$ cat src/rtl/cmp_out_pkg.sv
package cmp_out_pkg;

    localparam int ADDR_W = 2;
    localparam int NUM_CH = 2;
    localparam int NIB_W  = 4;
    localparam int CTL_W  = NUM_CH * NIB_W;
    localparam int MODE_W = 8;
    localparam int MODE_BASE = 4;   // each channel's 2-bit source field sits at MODE_BASE + 2*ch

    typedef enum logic [ADDR_W-1:0] {
        REG_CMP0 = 2'd0,
        REG_CMP1 = 2'd1,
        REG_MODE = 2'd2,
        REG_CTL  = 2'd3
    } reg_addr_e;

    // One channel's command nibble, msb first
    typedef struct packed {
        logic drive_hi;
        logic drive_lo;
        logic flip;
        logic go;
    } chan_cmd_t;

    typedef struct packed {
        chan_cmd_t cmd;
        logic      level;
    } chan_state_t;

    typedef enum logic [1:0] {
        SRC_NONE   = 2'd0,
        SRC_OWN    = 2'd1,
        SRC_EITHER = 2'd2
    } match_src_e;

    // Result of a control write on one channel's nibble and level
    function automatic chan_state_t apply_cmd(chan_cmd_t wr, logic level);
        chan_state_t r;
        r.cmd   = wr;
        r.level = level;
        if (wr.go) begin
            case ({wr.drive_hi, wr.drive_lo, wr.flip})
                3'b001: r.level = ~level;
                3'b010: begin
                    r.level        = 1'b0;
                    r.cmd.drive_lo = 1'b0;
                end
                3'b100: begin
                    r.level        = 1'b1;
                    r.cmd.drive_hi = 1'b0;
                end
                default: ;
            endcase
            r.cmd.go = 1'b0;
        end
        return r;
    endfunction

    // Channel 1 also treats field 00 as "own compare"
    function automatic match_src_e decode_src(int unsigned ch, logic [1:0] fld);
        match_src_e s;
        case (fld)
            2'b11:   s = SRC_EITHER;
            2'b10:   s = SRC_OWN;
            2'b00:   s = (ch == 1) ? SRC_OWN : SRC_NONE;
            default: s = SRC_NONE;
        endcase
        return s;
    endfunction

endpackage

$ cat src/rtl/cmp_event_counter.sv
module cmp_event_counter #(
    parameter int CNT_W = 16
) (
    input  logic             clk,
    input  logic             rst,
    input  logic             en,
    output logic [CNT_W-1:0] count_q,
    output logic [CNT_W-1:0] next_count
);

    assign next_count = en ? count_q + CNT_W'(1) : count_q;

    always_ff @(posedge clk) begin
        if (rst) count_q <= '0;
        else     count_q <= next_count;
    end

endmodule

$ cat src/rtl/cmp_match_unit.sv
module cmp_match_unit
    import cmp_out_pkg::*;
#(
    parameter int CNT_W = 16
) (
    input  logic             step,
    input  logic [CNT_W-1:0] value,
    input  logic [CNT_W-1:0] own_ref,
    input  logic [CNT_W-1:0] other_ref,
    input  match_src_e       src,
    output logic             hit
);

    logic own_eq;
    logic other_eq;

    always_comb begin
        own_eq   = (value == own_ref);
        other_eq = (value == other_ref);
        case (src)
            SRC_OWN:    hit = step && own_eq;
            SRC_EITHER: hit = step && (own_eq || other_eq);
            default:    hit = 1'b0;
        endcase
    end

endmodule

$ cat src/rtl/cmp_out_channel.sv
module cmp_out_channel
    import cmp_out_pkg::*;
(
    input  logic      clk,
    input  logic      rst,
    input  logic      cmd_wr,
    input  chan_cmd_t cmd_in,
    input  logic      hit,
    output chan_cmd_t cmd_q,
    output logic      level_q
);

    chan_state_t nxt;

    always_comb nxt = apply_cmd(cmd_in, level_q);

    always_ff @(posedge clk) begin
        if (rst) begin
            cmd_q   <= '0;
            level_q <= 1'b0;
        end else begin
            if (cmd_wr)
                cmd_q <= nxt.cmd;
            // triggered command outranks a same-edge compare toggle
            if (cmd_wr && cmd_in.go)
                level_q <= nxt.level;
            else if (hit && cmd_q.flip)
                level_q <= ~level_q;
        end
    end

endmodule

$ cat src/rtl/cmp_out_ctl.sv
module cmp_out_ctl
    import cmp_out_pkg::*;
#(
    parameter int CNT_W = 16
) (
    input  logic              clk,
    input  logic              rst,
    input  logic              cnt_en,
    input  logic              wr_en,
    input  logic [ADDR_W-1:0] wr_addr,
    input  logic [CNT_W-1:0]  wr_data,
    output logic [CNT_W-1:0]  count,
    output logic [CTL_W-1:0]  ctl_state,
    output logic [NUM_CH-1:0] chan_out
);

    logic [CNT_W-1:0]  ref_q [NUM_CH];
    logic [MODE_W-1:0] mode_q;
    logic [CNT_W-1:0]  next_count;
    logic              ctl_wr;

    assign ctl_wr = wr_en && (reg_addr_e'(wr_addr) == REG_CTL);

    cmp_event_counter #(.CNT_W(CNT_W)) i_counter (
        .clk        (clk),
        .rst        (rst),
        .en         (cnt_en),
        .count_q    (count),
        .next_count (next_count)
    );

    always_ff @(posedge clk) begin
        if (rst) begin
            for (int i = 0; i < NUM_CH; i++) ref_q[i] <= '0;
            mode_q <= '0;
        end else if (wr_en) begin
            case (reg_addr_e'(wr_addr))
                REG_CMP0: ref_q[0] <= wr_data;
                REG_CMP1: ref_q[1] <= wr_data;
                REG_MODE: mode_q   <= wr_data[MODE_W-1:0];
                default:  ;
            endcase
        end
    end

    for (genvar ch = 0; ch < NUM_CH; ch++) begin : g_chan
        match_src_e src;
        logic       hit;
        chan_cmd_t  cmd_q;

        assign src = decode_src(ch, mode_q[MODE_BASE + 2*ch +: 2]);

        cmp_match_unit #(.CNT_W(CNT_W)) i_match (
            .step      (cnt_en),
            .value     (next_count),
            .own_ref   (ref_q[ch]),
            .other_ref (ref_q[NUM_CH-1-ch]),
            .src       (src),
            .hit       (hit)
        );

        cmp_out_channel i_chan (
            .clk     (clk),
            .rst     (rst),
            .cmd_wr  (ctl_wr),
            .cmd_in  (chan_cmd_t'(wr_data[NIB_W*ch +: NIB_W])),
            .hit     (hit),
            .cmd_q   (cmd_q),
            .level_q (chan_out[ch])
        );

        assign ctl_state[NIB_W*ch +: NIB_W] = cmd_q;
    end

endmodule

$ cat config.mk
export PLATFORM = sky130hd
export DESIGN_NAME = cmp_out_ctl
export DESIGN_NICKNAME = d
export VERILOG_FILES = /design/src/rtl/cmp_out_pkg.sv /design/src/rtl/cmp_event_counter.sv /design/src/rtl/cmp_match_unit.sv /design/src/rtl/cmp_out_channel.sv /design/src/rtl/cmp_out_ctl.sv
export SDC_FILE = /design/constraint.sdc
export NUM_CORES = 1
export LEC_CHECK = 0
export BUFFER_PORTS_ARGS = -buffer_cell sky130_fd_sc_hd__buf_2
export CAP_MARGIN = 20
export CORE_MARGIN = 2
export CORE_UTILIZATION = 25
export CTS_CLUSTER_SIZE = 30
export DETAILED_ROUTE_END_ITERATION = 10
export SLEW_MARGIN = 20
export SYNTH_ARGS = -nofsm -noshare
export SYNTH_HDL_FRONTEND = slang
export SYNTH_SLANG_ARGS = --single-unit
export TNS_END_PERCENT = 50
$ cat constraint.sdc
create_clock -name clk -period 6.5 [get_ports clk]
set_input_delay 0.975 -clock clk [delete_from_list [all_inputs] [get_ports clk]]
set_output_delay 0.975 -clock clk [all_outputs]
set_load 0.005 [all_outputs]
Word level (Yosys, flattened, before mapping)
Memories as Yosys holds them, arrays and structs flattened.
Cells that the tools add are included.
{"block": "word_totals", "elab_cells": 89, "mem_bits_rw": 32, "latch_bits": 0, "mem_count": 1, "register_bits": 34, "rom_bits": 0}
{"block": "classes", "add_sub_neg": 1, "mux": 31, "n_mul": 0, "reduce_logical": 17, "n_bitwise": 4, "div": 0, "eq_ne": 23, "shifts": 0, "order_cmp": 0}
{"memory": "ref_q", "words": 2, "width": 16, "rd": 2, "rd_clocked_by_memory_dff": 0, "wr": 2, "line": "cmp_out_ctl.sv:17", "text": "logic [CNT_W-1:0] ref_q [NUM_CH];"}
{"cell": "$mux 16", "count": 3}
{"cell": "$eq 16x16->1", "count": 2}
{"cell": "$mux 1", "count": 20}
{"cell": "$add 16x1->16 const B", "count": 1}
{"cell": "$eq 2x2->1 const B", "count": 8}
{"cell": "$logic_and 1x1->1", "count": 8}
{"cell": "$ne 4x4->1 const B", "count": 2}
{"cell": "$pmux 2 s2", "count": 2}
{"cell": "$eq 2x1->1 const B", "count": 3}
{"cell": "$eq 3x1->1 const B", "count": 2}
{"cell": "$eq 3x2->1 const B", "count": 2}
{"cell": "$eq 3x3->1 const B", "count": 2}
{"cell": "$pmux 1 s3", "count": 2}
{"cell": "$reduce_and 3->1", "count": 2}
{"cell": "$logic_not 2->1", "count": 2}
{"cell": "$mux 2", "count": 2}
{"cell": "$ne 2x2->1 const B", "count": 2}
{"cell": "$pmux 1 s2", "count": 2}
{"cell": "$reduce_bool 2->1", "count": 2}
{"cell": "$not 1->1", "count": 2}
{"cell": "$or 1x1->1", "count": 2}
{"cell": "$reduce_and 2->1", "count": 1}
{"cell": "$reduce_or 2->1", "count": 1}
{"cell": "$logic_or 1x1->1", "count": 1}

Longest topological paths before layout
{"block": "logic_depth", "ltp_word": 9, "depth_mapped": 11}

Modules after synthesis
A second synthesis with hierarchy kept.
{"block": "hier_totals", "cells_unflattened": 315, "area_unflattened_um2": 3444.6}
{"module": "cmp_out_ctl", "seq_area_each_um2": 1041.0, "area_per_inst_um2": 1358.8, "cells_per_inst": 78, "instances": 1}
{"module": "cmp_event_counter", "seq_area_each_um2": 320.3, "area_per_inst_um2": 817.0, "cells_per_inst": 89, "instances": 1}
{"module": "cmp_match_unit", "seq_area_each_um2": 0.0, "area_per_inst_um2": 399.1, "cells_per_inst": 47, "instances": 2}
{"module": "cmp_out_channel", "seq_area_each_um2": 80.1, "area_per_inst_um2": 235.2, "cells_per_inst": 27, "instances": 2}

Worst setup path after synthesis
OpenSTA, ideal clock, no wires.
{"block": "synth_path", "path_kind": "input to register", "start": "input port cnt_en", "end": "register g_chan[1].i_chan.level_q", "t_required_ns": 6.384, "t_arrival_ns": 3.037, "setup_time_ns": 0.116, "cell_stages": 9, "setup_slack_ns": 3.346, "path_cell_list": "buf_2 > nand4_2 > xor2_2 > xnor2_1 > or4_1 > or4_4 > o32ai_2 > or4b_1 > o21ai_1"}
{"block": "synth_between", "elab_chain_len": 8, "elab_cells_between_ends": 10}
{"item": "start, declared", "line": "cmp_out_ctl.sv:8", "text": "input logic cnt_en,"}
{"item": "$mux 16", "line": "cmp_event_counter.sv:11", "text": "assign next_count = en ? count_q + CNT_W'(1) : count_q;"}
{"item": "$eq 16x16->1 (on tied branches)", "line": "cmp_match_unit.sv:18, cmp_match_unit.sv:19"}
{"item": "$logic_or 1x1->1", "line": "cmp_match_unit.sv:22", "text": "SRC_EITHER: hit = step && (own_eq || other_eq);"}
{"item": "$logic_and 1x1->1", "line": "cmp_match_unit.sv:22"}
{"item": "$pmux 1 s2 *", "line": "cmp_match_unit.sv:20", "text": "case (src)"}
{"item": "$logic_and 1x1->1 *", "line": "cmp_out_channel.sv:27", "text": "else if (hit && cmd_q.flip)"}
{"item": "$reduce_bool 2->1 (no line) *"}
{"item": "$reduce_and 3->1 (no line) *"}
{"item": "end signal, assigned", "line": "cmp_out_channel.sv:26", "text": "level_q <= nxt.level;"}
{"item": "end signal, assigned", "line": "cmp_out_channel.sv:28", "text": "level_q <= ~level_q;"}
{"item": "end, declared", "line": "cmp_out_channel.sv:10", "text": "output logic level_q"}
Mark *: on every way between the ends. The rest lies on a longest branch, timed or not.
A chain may end at the register's enable or synchronous reset.

Final worst setup path
Ends and elaborated chain as after synthesis.

==> metrics.md <==
| Metric | Value |
|---|---|
| Area Growth Syn to Fin | `20.0%` |
| Critical R2R Capture | `g_chan[1].i_chan.level_q` |
| Max-slew violations | `0` |
| FFs w/ async S/R, synth | `0%` |
| Total CTS buffers | `9` |
| CP Capture Type | `flip-flop` |
| Top Ports | `48` |
| Worst VDD drop | `0.131 mV` |
| Number of remaining DRC errors | `0` |
| Place WS | `3.03 ns` |
| Mapped Avg Cell Area | `9.90 sq um` |
| Routing usage on met1 | `15.4%` |
| Worst reg2reg path depth | `9` |
| Setup ws final | `3.30 ns` |
| Number of diodes | `0` |
| Initial Util | `25.6%` |
| Die height | `121 um` |
| Vias in the first global route | `2573` |
| Post_cts resized | `0` |
| CTS max path bufs | `2` |
| Sequential cell area fraction in the yosys report | `44.7%` |
| Core area | `13300 sq um` |
| HP Start | `g_chan[0].i_chan.cmd_q[2]` |
| Min-Delay Endpoint | `g_chan[0].i_chan.cmd_q[2]` |
| Max-cap violation count | `0` |
| Largest net degree at the start of global routing | `36` |
| Fmax | `312 MHz` |
| Post-Syn Area | `3400 sq um` |
| Status | `complete, no violations` |
| Crit-path max FO | `11` |
| Worst setup SP type | `input port` |
| Fin util | `30.7%` |
| Drt first pass iters | `4` |
| Filler cell count | `1354` |
| Tcrit/Tclk final | `49.3%` |
| Wire length per cell | `15.2 um` |
| Post-detailed-route count of antenna-violating nets | `0` |
| Total Nets Final | `401` |
| Leak Pwr | `1.53 nW` |
| Min Tclk post-route | `3.20 ns` |
| Layout cells sized above 1 | `19.3%` |
| 1st-iter DRT viols | `129` |
| GRT overflow | `0` |
| Ys flop type | `edfxtp_1` |
| Largest incremental delay on the critical path | `0.54 ns` |
| Port Buffer Count | `45` |
| Post-route setup TNS | `0 ns` |
| Hold_ws | `0.449 ns` |
| FF+latch area | `1520 sq um` |
| First-pass GRT wire length | `13500 um` |
| Critical Path RT | `6.71 ns` |
| WL final | `8510 um` |
| Met3 Use GR | `3.02%` |
| CTS tree | `done` |
| Insertion delay to the later sink of the worst-skew pair | `0.32 ns` |
| Setup violators final | `0` |
| Area leader, netlist | `edfxtp_1` |
| Hold Buf Count CTS | `0` |
| Placed inst area | `3750 sq um` |
| HP Class | `reg2reg` |
| Setup Fix Bufs, Post-CTS | `0` |
| Clock Sinks | `60` |
| Skew final | `0.00613 ns` |
| Die ar. | `14600 sq um` |
| RR Startpoint | `i_counter.count_q[0]` |
| RSZ-0062 raised after global routing | `no` |
| Netlist cell types | `64` |
| Initial antenna violation count | `0` |
| Number of enable flip-flop cells after synthesis | `32` |
| WP data arrival | `3.42 ns` |
| # rows | `42` |
| Cells after Synth | `344` |
| Critical path type | `in2reg` |
| Hold Vio Cnt, Final | `0` |
| Vias per inst | `4.81` |
| GR peak layer | `met2` |
| Top post-synthesis cells by area | `edfxtp_1 28%, dfxtp_1 16%, xnor2_1 5.1%` |
| R2R Setup Slk | `3.42 ns` |
| Vias | `2688` |
| Met2 usage | `20.0%` |
| Htree depth | `3` |
| Crit path max-delay cell type | `or4_4` |
| Post-detail-place hpwl | `6340 um` |
| Hold depth | `2` |
| Crit-path most repeated cell | `o21ai_1` |
| Area of the multi-input gates | `1720 sq um` |
| Pwr Density | `256 nW/um^2` |
| Die Wd | `121 um` |
| Crit-path cells | `buf_2, nand3_2, or3_1, o21ai_1, o2111ai_1, or4_4, o32ai_2, or4b_1, o21ai_1` |
| Worst-path clk slew | `0.05 ns` |
| Final instance area | `4080 sq um` |
| Register bit count reported by yosys | `60` |
| Placer congestion estimate | `0.884` |
| Worst slew margin | `44.2%` |
| Root Driver | `clkbuf_16` |
| Worst Max-Slew Pin Slew | `0.834 ns` |
| Yosys top cell area share | `28.2%` |
| Total GRT Usage | `12.1%` |
| Yosys warns | `0` |
-- cell usage after synthesis, types with 3 or more instances --
cell / count
mux2i_1: 4
o2111ai_1: 5
or3_1: 3
nor3_1: 7
edfxtp_1: 32
nand3_1: 14
nand2b_1: 4
buf_4: 4
buf_2: 9
nand3b_1: 3
xnor2_1: 20
o211ai_1: 6
xor2_1: 14
nor2b_1: 9
o22ai_1: 5
and3_1: 5
a21oi_1: 12
o21ai_1: 3
o21ai_0: 7
or4_1: 5
inv_1: 12
nand4_1: 8
clkbuf_1: 11
nor2_1: 30
nor4_1: 4
and2_1: 15
xnor3_1: 4
dfxtp_1: 28
nand2_1: 18
-- flip-flops by register name, indices dropped and copies added (netlist names) --
signal / count
ref_q: 32
i_counter.count_q: 16
g_chan.i_chan.cmd_q: 6
mode_q: 4
g_chan.i_chan.level_q: 2
-- routing by layer --
metal | share of wire, % | vias up
met5 | 0 | -
met4 | 1.5 | 0
met3 | 4.7 | 11
met2 | 47 | 90
met1 | 47 | 1268
li1 | - | 1319
-- logic make-up after synthesis --
| group | after synthesis | synth area share, % |
|---|---|---|
| AND/OR/NAND/NOR | 141 | 23.6 |
| AO/OA/AOI/OAI | 59 | 12.3 |
| flip-flops | 60 | 44.7 |
| XOR/XNOR | 40 | 12.6 |
| other | 1 | 0.110 |
| buffers and inverters | 37 | 4.89 |
| multiplexers | 5 | 1.51 |
| adder cells (fa/ha/maj) | 1 | 0.367 |
-- power by group --
group	switching [mW]	internal [mW]
clock	0.160	0.367
sequential	0.0174	0.421
combinational	0.0436	0.0372
total	0.221	0.825
-- stage by stage --
| stage | cells | total power, mW |
|---|---|---|
| after floorplan | 345 | 0.497 |
| after global placement | 543 | 0.525 |
| after detailed placement | 543 | 0.527 |
| after CTS | 559 | 1.06 |
| after global routing | 559 | 1.09 |
| final | 559 | 1.05 |
-- worst max path at each step --
stage	from	to	cells past startpoint
2_1_floorplan	cnt_en	g_chan[1].i_chan.level_q	9
3_3_place_gp	cnt_en	g_chan[1].i_chan.level_q	9
3_5_place_dp	cnt_en	g_chan[1].i_chan.level_q	9
4_1_cts	cnt_en	g_chan[1].i_chan.level_q	9
5_1_grt	cnt_en	g_chan[1].i_chan.level_q	9
6_report	cnt_en	g_chan[1].i_chan.level_q	9
-- layout make-up --
| type | instances | area share, % |
|---|---|---|
| clock buffers | 12 | 6.56 |
| clock inverters | 4 | 1.69 |
| flip-flops and latches | 60 | 37.3 |
| inverters | 12 | 1.10 |
| repair buffers | 47 | 5.88 |
| multi-input cells | 248 | 42.1 |
| well taps | 176 | 5.39 |
-- worst max-delay path: cells and delay by family --
| family | cells | cell delay, ns |
|---|---|---|
| simple gates | 4 | 1.41 |
| buf+inv | 1 | 0.21 |
| compound gates | 4 | 0.81 |
-- cells in the final DEF, fill, tap and decap left out, drive strengths merged, types with 6 or more instances in the layout --
master  Yosys  final
buf        13     47
edfxtp     32     32
nor2       30     30
dfxtp      28     28
xnor2      20     20
nand2      18     18
and2       15     15
nand3      15     15
xor2       15     15
inv        12     12
a21oi      12     12
clkbuf     12     12
nand4      10     10
o21ai      10     10
nor2b       9      9
nor3        8      8
o211ai      6      6
or4         6      6
Note: power is estimated with default switching activity, not from simulation.
